## src/rtl/csu_pkg.sv

```systemverilog
`timescale 1ns/1ps
package csu_pkg;
  localparam int CMD_W  = 16;
  localparam int OP_W   = 5;
  localparam int ARG_W  = CMD_W - OP_W;
  localparam int EVT_W  = 8;
  localparam int WIN_W  = 3;
  localparam int FILT_W = 4;

  // status positions that datapath pulses may set (bits 0 and 6 are not events)
  localparam logic [EVT_W-1:0] EVT_IN_MASK = 8'hBE;
  localparam int REQ_BIT = 6;

  typedef enum logic [OP_W-1:0] {
    OP_GLOBAL_RESET = 5'd0,
    OP_SEL_WINDOW   = 5'd1,
    OP_RX_OFF       = 5'd3,
    OP_RX_ON        = 5'd4,
    OP_TX_ON        = 5'd9,
    OP_TX_OFF       = 5'd10,
    OP_REQ_INTR     = 5'd12,
    OP_ACK          = 5'd13,
    OP_SET_MASK     = 5'd14,
    OP_SET_FILTER   = 5'd16
  } opcode_e;

  typedef struct packed {
    logic              glbReset;
    logic              winLd;
    logic [WIN_W-1:0]  winVal;
    logic              rxOn;
    logic              rxOff;
    logic              txOn;
    logic              txOff;
    logic              reqIntr;
    logic              ackLd;
    logic              maskLd;
    logic [EVT_W-1:0]  argBits;
    logic              filtLd;
    logic [FILT_W-1:0] filtVal;
  } strobe_t;
endpackage

```

## src/rtl/csu_ctrl.sv

```systemverilog
`timescale 1ns/1ps
module csu_ctrl
  import csu_pkg::*;
#(
  parameter int BUSY_CYCLES = 4
) (
  input  logic             clk,
  input  logic             rstN,
  input  logic             cmdValid,
  input  logic [CMD_W-1:0] cmdWord,
  output strobe_t          strb,
  output logic             busy
);
  localparam int CNT_W = $clog2(BUSY_CYCLES + 1);
  localparam logic [CNT_W-1:0] BUSY_INIT = CNT_W'(BUSY_CYCLES);

  logic [CNT_W-1:0] busyCnt;
  logic [OP_W-1:0]  opcode;
  logic             accept;
  logic             unusedArgBits;

  assign opcode        = cmdWord[CMD_W-1:ARG_W];
  assign unusedArgBits = ^cmdWord[ARG_W-1:EVT_W];
  assign busy          = (busyCnt != '0);
  assign accept        = cmdValid && !busy;

  always_comb begin
    strb         = '0;
    strb.winVal  = cmdWord[WIN_W-1:0];
    strb.argBits = cmdWord[EVT_W-1:0];
    strb.filtVal = cmdWord[FILT_W-1:0];
    if (accept) begin
      case (opcode)
        OP_GLOBAL_RESET: strb.glbReset = 1'b1;
        OP_SEL_WINDOW:   strb.winLd    = 1'b1;
        OP_RX_OFF:       strb.rxOff    = 1'b1;
        OP_RX_ON:        strb.rxOn     = 1'b1;
        OP_TX_ON:        strb.txOn     = 1'b1;
        OP_TX_OFF:       strb.txOff    = 1'b1;
        OP_REQ_INTR:     strb.reqIntr  = 1'b1;
        OP_ACK:          strb.ackLd    = 1'b1;
        OP_SET_MASK:     strb.maskLd   = 1'b1;
        OP_SET_FILTER:   strb.filtLd   = 1'b1;
        default: ;
      endcase
    end
  end

  always_ff @(posedge clk or negedge rstN) begin
    if (!rstN)
      busyCnt <= BUSY_INIT;
    else if (strb.glbReset || strb.winLd)
      busyCnt <= BUSY_INIT;
    else if (busy)
      busyCnt <= busyCnt - 1'b1;
  end
endmodule

```

## src/rtl/csu_datapath.sv

```systemverilog
`timescale 1ns/1ps
module csu_datapath
  import csu_pkg::*;
(
  input  logic              clk,
  input  logic              rstN,
  input  strobe_t           strb,
  input  logic              busy,
  input  logic [EVT_W-1:0]  evtIn,
  output logic [CMD_W-1:0]  statusWord,
  output logic              irqOut,
  output logic              rxEnabled,
  output logic              txEnabled,
  output logic [FILT_W-1:0] rxFilter
);
  logic [WIN_W-1:0] window;
  logic [EVT_W-1:0] evtLat;
  logic [EVT_W-1:0] intMask;
  logic [EVT_W-1:0] evtSet;
  logic [EVT_W-1:0] ackClr;
  logic [EVT_W-1:0] evtNext;

  assign evtSet = (evtIn & EVT_IN_MASK) | (EVT_W'(strb.reqIntr) << REQ_BIT);
  assign ackClr = strb.ackLd ? strb.argBits : '0;
  // a new event outranks an acknowledge in the same cycle
  assign evtNext = ((evtLat & ~ackClr) | evtSet) & ~EVT_W'(1);

  always_ff @(posedge clk or negedge rstN) begin
    if (!rstN) begin
      window    <= '0;
      evtLat    <= '0;
      intMask   <= '0;
      rxEnabled <= 1'b0;
      txEnabled <= 1'b0;
      rxFilter  <= '0;
    end else if (strb.glbReset) begin
      window    <= '0;
      evtLat    <= '0;
      intMask   <= '0;
      rxEnabled <= 1'b0;
      txEnabled <= 1'b0;
      rxFilter  <= '0;
    end else begin
      evtLat <= evtNext;
      if (strb.winLd)  window   <= strb.winVal;
      if (strb.maskLd) intMask  <= strb.argBits;
      if (strb.filtLd) rxFilter <= strb.filtVal;
      if (strb.rxOn)       rxEnabled <= 1'b1;
      else if (strb.rxOff) rxEnabled <= 1'b0;
      if (strb.txOn)       txEnabled <= 1'b1;
      else if (strb.txOff) txEnabled <= 1'b0;
    end
  end

  assign irqOut     = |(evtLat & intMask & ~EVT_W'(1));
  assign statusWord = {window, busy, 4'b0000, evtLat[EVT_W-1:1], irqOut};
endmodule

```

## src/rtl/cmd_status_unit.sv

```systemverilog
`timescale 1ns/1ps
module cmd_status_unit
  import csu_pkg::*;
#(
  parameter int BUSY_CYCLES = 4
) (
  input  logic        clk,
  input  logic        rstN,
  input  logic        cmdValid,
  input  logic [15:0] cmdWord,
  input  logic [7:0]  evtIn,
  output logic [15:0] statusWord,
  output logic        irqOut,
  output logic        rxEnabled,
  output logic        txEnabled,
  output logic [3:0]  rxFilter
);
  strobe_t strb;
  logic    busy;

  csu_ctrl #(.BUSY_CYCLES(BUSY_CYCLES)) u_ctrl (
    .clk(clk), .rstN(rstN), .cmdValid(cmdValid), .cmdWord(cmdWord),
    .strb(strb), .busy(busy)
  );

  csu_datapath u_dp (
    .clk(clk), .rstN(rstN), .strb(strb), .busy(busy), .evtIn(evtIn),
    .statusWord(statusWord), .irqOut(irqOut), .rxEnabled(rxEnabled),
    .txEnabled(txEnabled), .rxFilter(rxFilter)
  );
endmodule

```

## config.mk

```make
export PLATFORM = sky130hd
export DESIGN_NAME = cmd_status_unit
export DESIGN_NICKNAME = d
export VERILOG_FILES = /design/src/rtl/csu_pkg.sv /design/src/rtl/csu_ctrl.sv /design/src/rtl/csu_datapath.sv /design/src/rtl/cmd_status_unit.sv
export SDC_FILE = /design/constraint.sdc
export NUM_CORES = 1
export LEC_CHECK = 0
export BUFFER_PORTS_ARGS = -buffer_cell sky130_fd_sc_hd__buf_2
export CORE_UTILIZATION = 50
export DETAILED_ROUTE_END_ITERATION = 10
export MAX_ROUTING_LAYER = met4
export PLACE_DENSITY_LB_ADDON = 0.25
export SYNTH_ARGS = -nofsm -noshare
export SYNTH_HDL_FRONTEND = slang
export SYNTH_SLANG_ARGS = --single-unit
```

## constraint.sdc

```tcl
create_clock -name clk -period 3.1 [get_ports clk]
set_input_delay 0.31 -clock clk [delete_from_list [all_inputs] [get_ports clk]]
set_output_delay 0.31 -clock clk [all_outputs]
set_load 0.02 [all_outputs]
```

==> flow_summary.json <==
{
  "wl_per_cell_um": 14.54,
  "path_clk_slew_ns": 0.15,
  "max-clock-path-buffers": 2,
  "required_ns": 3.34,
  "r2r_cells": 5,
  "die-area_um2": 3128,
  "p_leak_nw": 0.7650,
  "r2r-end": "u_dp.window[1]",
  "cp-end-kind": "register",
  "syn_area_um2": 1454,
  "drt_wl_total_mm": 3.024,
  "seq_area_frac_synth_pct": 44.84,
  "grt_max_degree": 27,
  "finalCritPeriodShare_pct": 58.79,
  "grt_pass1_wl_mm": 5.244,
  "crit_fanout": 6,
  "synth.avg_cell_area_um2": 10.31,
  "cp.arrival_ns": 2.06,
  "dpl_cell_area_um2": 1614,
  "synth_cell_types": 43,
  "synth_compound_area_share_pct": 15.49,
  "die_y_um": 55.93,
  "synth_xor_area_share_pct": 0.6024,
  "fmax_ghz": 0.5487,
  "rows": 19,
  "slew_violations": 0,
  "hold_viol_final": 0,
  "detail_route.vias_per_cell": 5.543,
  "yosysWarnings": 0,
  "status": "completed",
  "final_cell_mix": "40 x buf_2, 25 x dfrtp_1, 18 x inv_1",
  "power_density_nw_per_um2": 705.3,
  "gp_congestion": 0.7374,
  "skew_ns": 0.01043,
  "synthTopCellsByArea": "dfrtp_1 43%, mux2i_1 4.8%, inv_1 4.6%",
  "fin_hold_ws_ns": 0.2130,
  "total_power_mw": 1.182,
  "fin_nets": 207,
  "synth.ff_latch_count": 26,
  "worstHoldStart": "cmdWord[4]",
  "ant_nets": 0,
  "cts_setup_buffers": 0,
  "core-area_um2": 2758,
  "cts_buffers": 3,
  "hpwl_mm": 2.253,
  "die_w_um": 55.93,
  "critPathKind": "reg -> reg",
  "initial_core_util_pct": 52.72,
  "areaGrowthSynthToFinish_pct": 15.32,
  "io_buffers": 40,
  "muxShareOfSynthArea_pct": 4.819,
  "final_common_cell": "buf_2",
  "synthAdderAreaFrac_pct": 1.721,
  "vias": 1153,
  "postSynthCellCount": 141,
  "dr.pass1.iters": 4,
  "reg2reg_slack_ns": 1.28,
  "drc": 0,
  "clkSinkCount": 26,
  "drv_cap": 0,
  "grt_overflow": 0,
  "antenna_found_initial": 0,
  "slew_headroom_pct": 62.03,
  "cts_tree": "built",
  "hp-class": "in -> reg",
  "cts-root-buf": "clkbuf_4",
  "r2r_start": "u_ctrl.busyCnt[0]",
  "track_usage_pct": 21.92,
  "htree_levels": 1,
  "place_ws_ns": 1.322,
  "yosys.area.top_type": "dfrtp_1",
  "synth_top_area_share_pct": 43.03,
  "period_minus_slack_ns": 1.822,
  "rsz0062_at_grt": "no",
  "grt_pass1_vias": 1180,
  "num_antenna_cells": 0,
  "drive_gt1_share_pct": 32.77,
  "synth_top_family_by_area": "simple AND/OR/NAND/NOR gates",
  "worst_pin_slew_ns": 0.5696,
  "initialDrtViolationCount": 22,
  "holdPathEnd": "u_dp.intMask[4]",
  "setup_viol": 0,
  "io_pins": 50,
  "min_path_cells": 3,
  "setup.worst_path.start_class": "register",
  "finalWorstSetupSlack_ns": 1.278,
  "fin_setup_tns_ns": 0,
  "synth_simple_gate_area_share_pct": 21.43,
  "peakVddDrop_uv": 471.4,
  "stdcell_area_um2": 1677,
  "clk_latency_ns": 0.33
}
==> how the worst max path moves through the flow <==
stage,start,endpoint
CTS,u_ctrl.busyCnt[0],u_dp.window[1]
global route,u_ctrl.busyCnt[0],u_dp.window[1]
detailed placement,u_ctrl.busyCnt[0],u_dp.evtLat[4]
finish,u_ctrl.busyCnt[0],u_dp.window[1]
floorplan,u_ctrl.busyCnt[0],u_dp.evtLat[1]
global placement,u_ctrl.busyCnt[0],u_dp.evtLat[5]
==> through the flow <==
stage / std cells / util, %
floorplan: 144 / -
global placement: 203 / 58.53
detailed placement: 203 / 58.53
CTS: 208 / 60.80
global route: 208 / 60.80
finish: 208 / 60.80
==> worst max-delay path, cell delays in order (launching register included) <==
cell and delay, ns:
dfrtp_1 0.41, inv_1 0.08, ha_1 0.27, nand3b_1 0.20
nor3_2 0.48, mux2i_1 0.30
==> kinds of logic after synthesis <==
group	Yosys count
AO/OA/AOI/OAI	25
XOR/XNOR	1
adder cells (fa/ha/maj)	2
buffers and inverters	30
flip-flops	26
multiplexers	7
other	1
AND/OR/NAND/NOR	49
==> layout make-up <==
cell class	count	area, µm²
fill	262	1081
sequential	26	651.9
inverter	18	67.56
multi-input combinational	88	655.6
tap	31	38.79
clock inverter	1	30.03
timing repair buffer	41	210.2
clock buffer	3	22.52
==> repair_timing <==
action | in CTS | in global routing
gates resized for setup | 0 | 0
hold endpoints to repair | 25 | 0
hold buffers | 1 | 0
endpoints found under the setup margin | 0 | 0
==> metal layers <==
| metal | share of wire (%) | GRT usage [%] | wire length (µm) | up-vias |
|---|---|---|---|---|
| li1 | - | - | - | 565 |
| met2 | 48 | 34.77 | 1453 | 40 |
| met3 | 4.4 | 3.023 | 133 | 8 |
| met4 | 2.3 | 10.10 | 69 | 0 |
| met5 | 0 | - | 0 | - |
| met1 | 45 | 28.07 | 1367 | 540 |
==> synth_stat cells, drive strengths merged <==
cell type  instances
nor2               3
or3                3
nand3             11
o41a               1
dfrtp             25
ha                 2
and2b              1
mux2i              7
nand3b             2
a31o               1
nand2b             7
nor3b              1
a222oi             1
nand2              7
a21oi              1
or2                1
a21bo              1
o221a              6
dfstp              1
and2               1
and3               1
o311ai             1
clkbuf             2
inv               18
a211o              1
conb               1
nor2b              3
and4b              2
buf               10
o2111ai            1
o41ai              1
xnor2              1
a22oi              2
nor3               5
a211oi             1
a32o               1
and4bb             1
o31ai              6
==> power breakdown <==
group	switching, mW	total [mW]	internal (mW)
logic	0.245	0.422	0.177
registers	0.0705	0.525	0.455
clock network	0.105	0.236	0.131
total	0.420	1.18	0.762
==> sequential cells by signal, indices dropped and copies added (netlist names) <==
register / count
u_dp.evtLat: 7
u_dp.intMask: 7
u_dp.rxFilter: 4
u_ctrl.busyCnt: 3
u_dp.window: 3
u_dp.rxEnabled: 1
u_dp.txEnabled: 1
Note: power is estimated with default switching activity, not from simulation.
